`src/rtl/regcache_rename.sv`:
```
module regcache_rename #(
  parameter int NT  = 2,
  parameter int IW  = 5,
  parameter int AW  = 16,
  parameter int TW  = 8,
  parameter int NE  = 16,
  parameter int RCW = 3,
  parameter int AGW = 4
) (
  input  logic                  clk,
  input  logic                  rst_n,
  input  logic                  ren_valid,
  input  logic [((NT>1)?$clog2(NT):1)-1:0] ren_tid,
  input  logic [IW-1:0]         ren_src,
  input  logic [IW-1:0]         ren_dst,
  output logic                  ren_ok,
  output logic [$clog2(NE)-1:0] src_phys,
  output logic [$clog2(NE)-1:0] dst_phys,
  input  logic                  bp_we,
  input  logic [((NT>1)?$clog2(NT):1)-1:0] bp_tid,
  input  logic [AW-1:0]         bp_val,
  input  logic                  cm_valid,
  input  logic [$clog2(NE)-1:0] cm_src,
  input  logic [$clog2(NE)-1:0] cm_dst,
  input  logic                  flush,
  output logic                  fill_req,
  output logic [AW-1:0]         fill_addr,
  output logic [$clog2(NE)-1:0] fill_phys,
  input  logic                  fill_done,
  output logic                  spill_req,
  output logic [AW-1:0]         spill_addr,
  output logic [$clog2(NE)-1:0] spill_phys
);
  localparam int TDW = (NT > 1) ? $clog2(NT) : 1;
  localparam int PW  = $clog2(NE);

  logic [AW-1:0]  base [NT];
  logic [NE-1:0]  sv, cv, pend, dirty;
  logic [TDW-1:0] etid [NE];
  logic [TW-1:0]  etag [NE];
  logic [RCW-1:0] rc   [NE];
  logic [AGW-1:0] age  [NE];

  logic [AW-1:0] s_addr, d_addr;
  assign s_addr = base[ren_tid] + AW'(ren_src);
  assign d_addr = base[ren_tid] + AW'(ren_dst);

  logic [TW-1:0] s_tag, d_tag;
  assign s_tag = s_addr[TW-1:0];
  assign d_tag = d_addr[TW-1:0];

  logic [NE-1:0] s_match, d_match, cand, unused;
  logic [PW-1:0] s_idx, vic, vu, va;
  logic          s_any, vu_f, va_f, vic_ok;
  logic [AGW-1:0] va_age;

  always_comb begin
    s_idx = '0;
    vu = '0; vu_f = 1'b0;
    va = '0; va_f = 1'b0; va_age = '0;
    for (int i = 0; i < NE; i++) begin
      s_match[i] = sv[i] && etid[i] == ren_tid && etag[i] == s_tag;
      d_match[i] = sv[i] && etid[i] == ren_tid && etag[i] == d_tag;
      unused[i]  = !sv[i] && !cv[i];
      cand[i]    = rc[i] == '0 && !pend[i] && !(cv[i] && !sv[i]) && !s_match[i];
      if (s_match[i]) s_idx = PW'(i);
      if (cand[i]) begin
        if (unused[i]) begin
          if (!vu_f) begin vu = PW'(i); vu_f = 1'b1; end
        end else if (!va_f || age[i] > va_age) begin
          va = PW'(i); va_f = 1'b1; va_age = age[i];
        end
      end
    end
  end

  assign s_any  = |s_match;
  assign vic    = vu_f ? vu : va;
  assign vic_ok = vu_f | va_f;

  logic do_fill, grant, alloc, spill_now;
  assign do_fill   = ren_valid && !flush && !s_any && !fill_req && vic_ok;
  assign grant     = ren_valid && !flush && s_any && !pend[s_idx] && vic_ok;
  assign alloc     = do_fill || grant;
  assign spill_now = alloc && sv[vic] && dirty[vic];

  assign ren_ok   = grant;
  assign src_phys = s_idx;
  assign dst_phys = vic;

  logic [NE-1:0] cv_nx, sv_nx;
  always_comb begin
    for (int i = 0; i < NE; i++) begin
      cv_nx[i] = cv[i];
      if (fill_done && fill_req && PW'(i) == fill_phys && pend[i] && sv[i]) cv_nx[i] = 1'b1;
      if (cm_valid) begin
        if (PW'(i) == cm_dst) cv_nx[i] = 1'b1;
        else if (etid[i] == etid[cm_dst] && etag[i] == etag[cm_dst]) cv_nx[i] = 1'b0;
      end
      if (alloc && PW'(i) == vic) cv_nx[i] = 1'b0;

      sv_nx[i] = sv[i];
      if (grant && d_match[i]) sv_nx[i] = 1'b0;
      if (alloc && PW'(i) == vic) sv_nx[i] = 1'b1;
      if (flush) sv_nx[i] = cv_nx[i];
    end
  end

  always_ff @(posedge clk) begin
    if (!rst_n) begin
      for (int t = 0; t < NT; t++) base[t] <= '0;
      sv <= '0; cv <= '0; pend <= '0; dirty <= '0;
      for (int i = 0; i < NE; i++) begin
        etid[i] <= '0; etag[i] <= '0; rc[i] <= '0; age[i] <= '0;
      end
      fill_req <= 1'b0; fill_addr <= '0; fill_phys <= '0;
      spill_req <= 1'b0; spill_addr <= '0; spill_phys <= '0;
    end else begin
      if (bp_we) base[bp_tid] <= bp_val;
      sv <= sv_nx;
      cv <= cv_nx;
      for (int i = 0; i < NE; i++) begin
        if (flush) rc[i] <= '0;
        else rc[i] <= rc[i]
                    + RCW'(grant && s_idx == PW'(i)) + RCW'(grant && vic == PW'(i))
                    - RCW'(cm_valid && cm_src == PW'(i)) - RCW'(cm_valid && cm_dst == PW'(i));
        if (grant) begin
          if (PW'(i) == s_idx || PW'(i) == vic) age[i] <= '0;
          else if (age[i] != '1) age[i] <= age[i] + 1'b1;
        end else if (do_fill && PW'(i) == vic) age[i] <= '0;
        if (fill_done && fill_req && PW'(i) == fill_phys) pend[i] <= 1'b0;
        if (alloc && PW'(i) == vic) begin
          etid[i]  <= ren_tid;
          etag[i]  <= do_fill ? s_tag : d_tag;
          dirty[i] <= grant;
          pend[i]  <= do_fill;
        end
      end
      if (do_fill) begin
        fill_req  <= 1'b1;
        fill_addr <= s_addr;
        fill_phys <= vic;
      end else if (fill_done) begin
        fill_req <= 1'b0;
      end
      spill_req  <= spill_now;
      spill_addr <= {base[etid[vic]][AW-1:TW], etag[vic]};
      spill_phys <= vic;
    end
  end


  fill_hold_chk: assert property (@(posedge clk) disable iff (!rst_n)
    fill_req && !fill_done |=> fill_req && $stable(fill_addr) && $stable(fill_phys));


  fill_excl_chk: assert property (@(posedge clk) disable iff (!rst_n)
    fill_req && ren_ok |-> src_phys != fill_phys);


  dst_fresh_chk: assert property (@(posedge clk) disable iff (!rst_n)
    ren_ok |-> dst_phys != src_phys);


  uniq_match_chk: assert property (@(posedge clk) disable iff (!rst_n)
    $onehot0(s_match));


  no_overflow_chk: assert property (@(posedge clk) disable iff (!rst_n)
    ren_ok |-> rc[src_phys] != '1);


  spill_cause_chk: assert property (@(posedge clk) disable iff (!rst_n)
    spill_req |-> $past(ren_valid) && !$past(flush));


  flush_clear_chk: assert property (@(posedge clk) disable iff (!rst_n)
    flush |=> !ren_ok || rc[src_phys] == '0);
endmodule

```
`config.mk`:
```
export PLATFORM = sky130hd
export DESIGN_NAME = regcache_rename
export DESIGN_NICKNAME = d
export VERILOG_FILES = /design/src/rtl/regcache_rename.sv
export SDC_FILE = /design/constraint.sdc
export NUM_CORES = 2
export LEC_CHECK = 0
export ABC_CLOCK_PERIOD_IN_PS = 39100
export BUFFER_PORTS_ARGS = -buffer_cell sky130_fd_sc_hd__buf_4
export CAP_MARGIN = 20
export CELL_PAD_IN_SITES_DETAIL_PLACEMENT = 0
export CELL_PAD_IN_SITES_GLOBAL_PLACEMENT = 1
export CORE_MARGIN = 1
export CORE_UTILIZATION = 46
export CTS_CLUSTER_DIAMETER = 80
export CTS_CLUSTER_SIZE = 12
export DETAILED_ROUTE_END_ITERATION = 6
export GPL_TIMING_DRIVEN = 0
export PLACE_DENSITY = 0.77
export SYNTH_ARGS = -nofsm -noshare
export SYNTH_HDL_FRONTEND = slang
export SYNTH_SLANG_ARGS = --single-unit
```
`constraint.sdc`:
```
create_clock -name clk -period 39.1 [get_ports clk]
set_clock_uncertainty 0.15 [all_clocks]
set_input_delay 7.82 -clock clk [delete_from_list [all_inputs] [get_ports clk]]
set_output_delay 7.82 -clock clk [all_outputs]
set_load 0.02 [all_outputs]
```
# After elaboration in Yosys (flattened, before gate mapping)
# Memory sizes are Yosys's and may differ from the RTL's. A register that Yosys moved wholly into a read port is not among the register bits.
# Index checks and enable logic that the tools add are counted.
# totals
register_bits,90
ram_bits,288
memories,5
# classes
n_eq_ne,216
reduce_logical,503
n_addsub,82
n_lt_le_gt_ge,17
n_bitwise,113
n_mux,779
# memory_table
memory,words,word_bits,read_ports,rd_ports_with_merged_regs,write_ports,line,source
etag,16,8,18,1,16,40,logic [TW-1:0] etag [NE];
age,16,4,16,0,16,42,logic [AGW-1:0] age [NE];
rc,16,3,16,0,16,41,logic [RCW-1:0] rc [NE];
base,2,16,2,1,2,37,logic [AW-1:0] base [NT];
etid,16,1,18,0,16,39,logic [TDW-1:0] etid [NE];
# ops
op,count
4-bit 2-to-1 mux,191
1-bit 2-to-1 mux,535
8-bit == test,48
1-bit logical AND,314
8-bit 2-to-1 mux,17
4-bit == test (first input constant),32
4-bit == test (second input constant),32
1-bit bitwise OR,113
1-bit zero test,101
3-bit by 1-bit adder with 3-bit output,32
3-bit 2-to-1 mux,32
3-bit by 1-bit subtractor with 3-bit output,32
4-bit by 1-bit adder with 4-bit output (second input constant),16
3-bit by 4-bit == test with 1-bit output (first input constant),16
4-bit by 3-bit == test with 1-bit output (second input constant),16
4-bit != test (second input constant),16
4-bit greater-than comparator,15
3-bit zero test,16
3-bit nonzero test,16
2-bit nonzero test,17
1-bit == test,32
2-bit by 4-bit == test with 1-bit output (first input constant),8
4-bit by 2-bit == test with 1-bit output (second input constant),8
1-bit logical OR,32
9 further kinds,23

# Depth between registers and ports, before layout
# An unclocked memory read counts as a cell.
# depth
ltp_word,92
mapped_depth,187
ltp_nobuf,176

# Worst setup path after synthesis
# OpenSTA, ideal clock, no wires.
# synth_timing
path_kind,input port to output port
startpoint,input ren_tid
endpoint,output dst_phys[0]
t_arrival_ps,33765
slack_ps,-2635
path_buffers,13
stages,171
cell_sequence,buf_4 > buf_2 > buf_2 > clkbuf_1 > mux2_2 > ha_1 > clkbuf_1 > clkbuf_1 > xnor2_1 > nand4_1 > or4_1 > nor4b_1 > nor2_1 > nand2_1 > ha_1 > nor2b_1 > o21ai_0 > nand2b_1 > [135 not listed] > o21ai_0 > nand2_1 > nor2_1 > a21o_1 > ha_1 > nor2b_1 > o21ai_0 > nand2b_1 > a21oi_1 > a41o_1 > o31ai_1 > a2bb2oi_1 > a21boi_0 > and2_4 > inv_1 > buf_2 > buf_2 > buf_2
# synth_between
elab_chain_cells,83
elab_cells_between_ends,351
# synth_lines
element,line,source
"start, declared",13,"input logic [((NT>1)?$clog2(NT):1)-1:0] ren_tid,"
memory 2 x 16 bit (*),-,
16-bit by 5-bit adder with 16-bit output (*),45,assign s_addr = base[ren_tid] + AW'(ren_src);
via s_addr[0],44,"logic [AW-1:0] s_addr, d_addr;"
8-bit == test,62,s_match[i] = sv[i] && etid[i] == ren_tid && etag[i] == s_tag;
1-bit logical AND,62,
1-bit zero test,65,cand[i] = rc[i] == '0 && !pend[i] && !(cv[i] && !sv[i]) && !s_match[i];
1-bit logical AND,65,
4-bit 2-to-1 mux or 1-bit 2-to-1 mux (tied branches),67,if (cand[i]) begin
[68 not listed],-,
4-bit 2-to-1 mux or 1-bit 2-to-1 mux (tied branches),68,if (unused[i]) begin
4-bit 2-to-1 mux or 1-bit 2-to-1 mux (tied branches),67,
4-bit greater-than comparator or 1-bit zero test (tied branches),70,end else if (!va_f || age[i] > va_age) begin
1-bit logical OR,70,
4-bit 2-to-1 mux,70,
4-bit 2-to-1 mux,68,
4-bit 2-to-1 mux,67,
4-bit 2-to-1 mux (*),78,assign vic = vu_f ? vu : va;
"end, declared",18,"output logic [$clog2(NE)-1:0] dst_phys,"
# The timed path passes the listed nets; every way through them passes the cells marked *.

# Final worst setup path
# layout_timing
startpoint,input ren_tid
endpoint,output dst_phys[3]
# layout_between
elab_chain_cells,83
elab_cells_between_ends,341
# layout_lines
element,line
memory 2 x 16 bit,-
16-bit by 5-bit adder with 16-bit output,45
8-bit == test,62
1-bit logical AND,62
1-bit zero test,65
1-bit logical AND,65
4-bit 2-to-1 mux or 1-bit 2-to-1 mux (tied branches),67
4-bit greater-than comparator or 1-bit zero test (tied branches),70
[67 not listed],-
4-bit 2-to-1 mux or 1-bit 2-to-1 mux (tied branches),68
4-bit 2-to-1 mux or 1-bit 2-to-1 mux (tied branches),67
4-bit greater-than comparator or 1-bit zero test (tied branches),70
1-bit logical OR,70
4-bit 2-to-1 mux,70
4-bit 2-to-1 mux,68
4-bit 2-to-1 mux,67
4-bit 2-to-1 mux (*),78
# Mark *: on every way between the ends. The rest lies on a longest branch, timed or not.

==> summary.md <==
| Metric | Value |
|---|---|
| CP startpoint kind | input pin |
| Sw frac | 38.05% |
| Vias in the first global route | 27540 |
| Initial DRC Count | about 4400 |
| Pre-CTS setup slack | -6253 ps |
| Slowest cell on the critical path | or4b_4 |
| Pre-antenna DRT Iters | 7 |
| Critical-path maximum fanout | 8 |
| Clk sinks | 394 |
| VDD IR max | 34.46 uV |
| Clock-pin slew on the worst setup and hold paths | 60 ps |
| Final min period | 42010 ps |
| Die H | ~260 um |
| Global placer's final weighted congestion | 1.052 |
| Ratio of cells with drive above 1 in the final layout | 17.30% |
| Hold bufs inserted after CTS | 0 |
| Hold Slack | 309.5 ps |
| Async set or reset register ratio after synthesis | 0% |
| Final period util | 107.5% |
| CP bufs+invs | 19 |
| Worst slew pin tran | roughly 1300 ps |
| Clock insertion delay at the later pin of the skew report | 630 ps |
| # fillers | 5942 |
| Unrepaired setup endpoints after global routing | true |
| Pwr Density | between 40 and 50 nW/um2 |
| Worst r2r src | base[1][5] |
| All-Layer GR Usage | 42.16% |
| Rel. slew slack | around 11% |
| Syn Area/Cell | 9.632 um2 |
| Die X | 260.5 um |
| Total wire length | between 100 and 150 mm |
| Post-synth EDFFs | 279 |
| Status | finished, violations left |
| Max-cap violations | 0 |
| IO Port Bufs | 88 |
| Design Area, Final | about 37000 um2 |
| WP data required | 31130 ps |
| WHS Endpoint | dirty[6] |
| Vias | 28760 |
| Worst setup path class | in -> out |
| First-pass GRT wire length | 199.8 mm |
| Core area | 65980 um2 |
| Max Freq | approximately 0.024 GHz |
| Reg2Reg Depth | around 170 |
| Leak | 15.09 nW |
| Flop pwr share | 34.8% |
| Bufs on Longest Clock Path | 3 |
| Final setup viols | 4 |
| Crit path top cell by count | a21oi_2 |
| Number of library cell types mapped by synthesis | 110 |
| Die area | 67860 um2 |
| Switch Pwr | roughly 0.56 mW |
| Register bit count reported by yosys | 394 |
| Reg2reg setup slack | a little under 10000 ps |
| Placed cell areas | 33240 um2 |
| CTS Root Buffer Type | clkbuf_16 |
| Post-DP HPWL | roughly 110 mm |
| Synthesized area | 30740 um2 |
| Total Power | 1.482 mW |
| R2R Path End | rc[1][8] |
| Internal power | between 0.9 and 1 mW |
| Area grow syn2layout | 19.15% |
| Crit. End Element | output pin |
| Per-cell routed wire length | 32.90 um |
| DRC viols | 1 |
| Final #Nets | 3706 |
| Post-synthesis cell count | 3191 |
| Inserted Clock Buffers | 42 |
| Hold depth | 2 |
| Via density per instance | 6.521 |
| Clock share of power | 27.7% |
| Starting Density | 46.58% |
| CP top delay family | compound AO/OA/AOI/OAI gates |
| Final Max Slew Viols | 0 |
| Final WS setup | -2915 ps |
| Final hold vios | 0 |
| Placement Rows | 94 |
| Initial antenna violation count | 5 |
| Ys Warns | 0 |
| Worst hold path type | reg -> reg |
| Largest net degree at the start of global routing | 20 |
| Post-route ant nets | 0 |
| Failing checks | DRC, setup timing |
| HP Start | dirty[6] |
| Crit-path max cell delay | approximately 630 ps |
| Sequential share of the synthesized area | 34.75% |
| GRT overflow | 0 |
| CTS tree | built |
| Most used DFF post-synth | edfxtp_1 |
| Arrival @ worst endpoint | 34040 ps |
| # IOs | 94 |
| Comb pwr share | 37.5% |
| H-tree depth | 2 |
## cell families after synthesis
group,synth area share (%)
AO/OA/AOI/OAI,10.36
multiplexers,5.923
other,0.01220
flip-flops,34.75
XOR/XNOR,17.71
buffers and inverters,4.828
AND/OR/NAND/NOR,19.40
adder cells (fa/ha/maj),7.018
## cell type report
cell class / count / area [um2] / area share [%]
sequential: 394 / 10680 / 29.16
clock inverter: 11 / 108.9 / 0.2973
multi-input combinational: 2483 / 19870 / 54.27
timing repair buffer: 240 / 2003 / 5.470
clock buffer: 65 / 1201 / 3.280
inverter: 149 / 570.5 / 1.558
tap: 864 / 1081 / 2.952
antenna: 3 / 7.507 / 0.02050
buffer: 201 / 1094 / 2.986
## power by group through the flow
stage | Sequential, mW | Clock [mW] | Combinational [mW]
floorplan | 0.512 | 0 | 0.315
global placement | 0.521 | 0 | 0.471
detailed placement | 0.521 | 0 | 0.484
CTS | 0.513 | 0.409 | 0.510
global route | 0.517 | 0.421 | 0.575
finish | 0.516 | 0.410 | 0.556
## cell usage in the layout, fill, tap and decap left out, types with 17 or more instances in the layout
master and n:
a21oi_1 91, nand2b_1 32, buf_4 214, ha_4 21, buf_2 22, o21ai_0 55, fa_1 33, dfxtp_1 115
clkbuf_1 147, nand4_1 67, or3_1 22, clkbuf_16 49, a21oi_2 17, conb_1 48, buf_6 18, inv_1 137
xnor2_1 213, and2_1 59, mux2i_1 57, edfxtp_1 279, nand2_1 312, and3_1 77, o21ai_1 27, nor2_1 303
nand3_1 87, nor3_1 39, ha_1 94, a311oi_1 24, a31oi_1 17, xor2_1 221, xnor3_1 68, buf_1 27
mux4_2 45, nor4_1 64
## cell usage after synthesis (all sizes together), types with 7 or more instances
cell type  count  area (um2)
nor2b         21       141.4
o21a          17       127.6
fa            34       680.7
nand2        324        1224
nand2b        32       200.2
a21o          19       142.6
or4           18       138.9
dfxtp        115        2302
nor2         310        1164
a31oi         21       146.4
nand4         68       440.4
a41o          12       120.1
edfxtp       279        8378
nand4b         7       67.56
inv          148       555.5
mux4          45        1013
nor3          43       235.2
mux2          13       146.4
buf           76       414.2
or2           12       75.07
and2          66       415.4
a41oi         19       166.4
nor4          65       421.7
a22oi          7       71.32
nand3         94       480.5
a211oi        15       112.6
a311oi        26       234.0
ha           118        1476
or3           22       137.6
xnor2        218        1909
o21ai         93       469.2
and3          78       488.0
clkbuf       136       510.5
o211ai        10       93.84
xnor3         69        1554
o22ai         12       81.33
a32o           8       80.08
a21oi        118       609.3
or3b          11       96.35
mux2i         66       660.6
o311a          9       90.09
xor2         224        1981
## flip-flops by register name, indices dropped and copies added (netlist names), 32 cells and up
name  cells
etag    128
age      64
rc       48
base     32
## worst reg2reg max path, delay by kind of cell (launching register included)
family,cells,cell delay (ps)
muxes,4,1300
buffers and inverters,17,3300
AOI/OAI and AO/OA,76,11610
adders and majority gates,18,4720
DFF,1,370
and+or+nand+nor,54,7010
xor gates and xnor gates,3,740
## per-layer routing
metal	part of all wire [%]	GRT usage, %	vias up
met5	0.028	0	-
met4	5.4	19.93	6
met3	13	13.13	427
met2	42	61.33	2073
met1	40	56.81	14280
li1	-	-	11970
## per-stage QoR
step | cells | setup TNS [ps] | util, %
2_1_floorplan | 3238 | -1729 | -
3_3_place_gp | 4190 | -19960 | 50.10
3_5_place_dp | 4201 | -39110 | 50.38
6_report | 4410 | -11340 | 55.50
5_1_grt | 4407 | -15840 | 55.49
4_1_cts | 4344 | -12080 | 53.83
## worst max-delay path by stage
stage	startpoint	endpoint	slack (ps)	cells past startpoint
after floorplan	ren_tid	dst_phys[0]	-490	170
after global placement	ren_tid	dst_phys[2]	-5180	169
after detailed placement	ren_tid	dst_phys[2]	-6250	169
after CTS	ren_tid	dst_phys[2]	-3080	171
after global routing	ren_tid	dst_phys[3]	-4050	168
final	ren_tid	dst_phys[3]	-2910	165
## timing repair
| item | CTS | global route |
|---|---|---|
| cloned | 1 | 1 |
| gates resized for setup | 93 | 126 |
| endpoints found under the setup margin | 9 | 4 |
| pin swaps | 37 | 96 |
| buffers inserted | 70 | 66 |
Note: power is estimated with default switching activity, not from simulation.
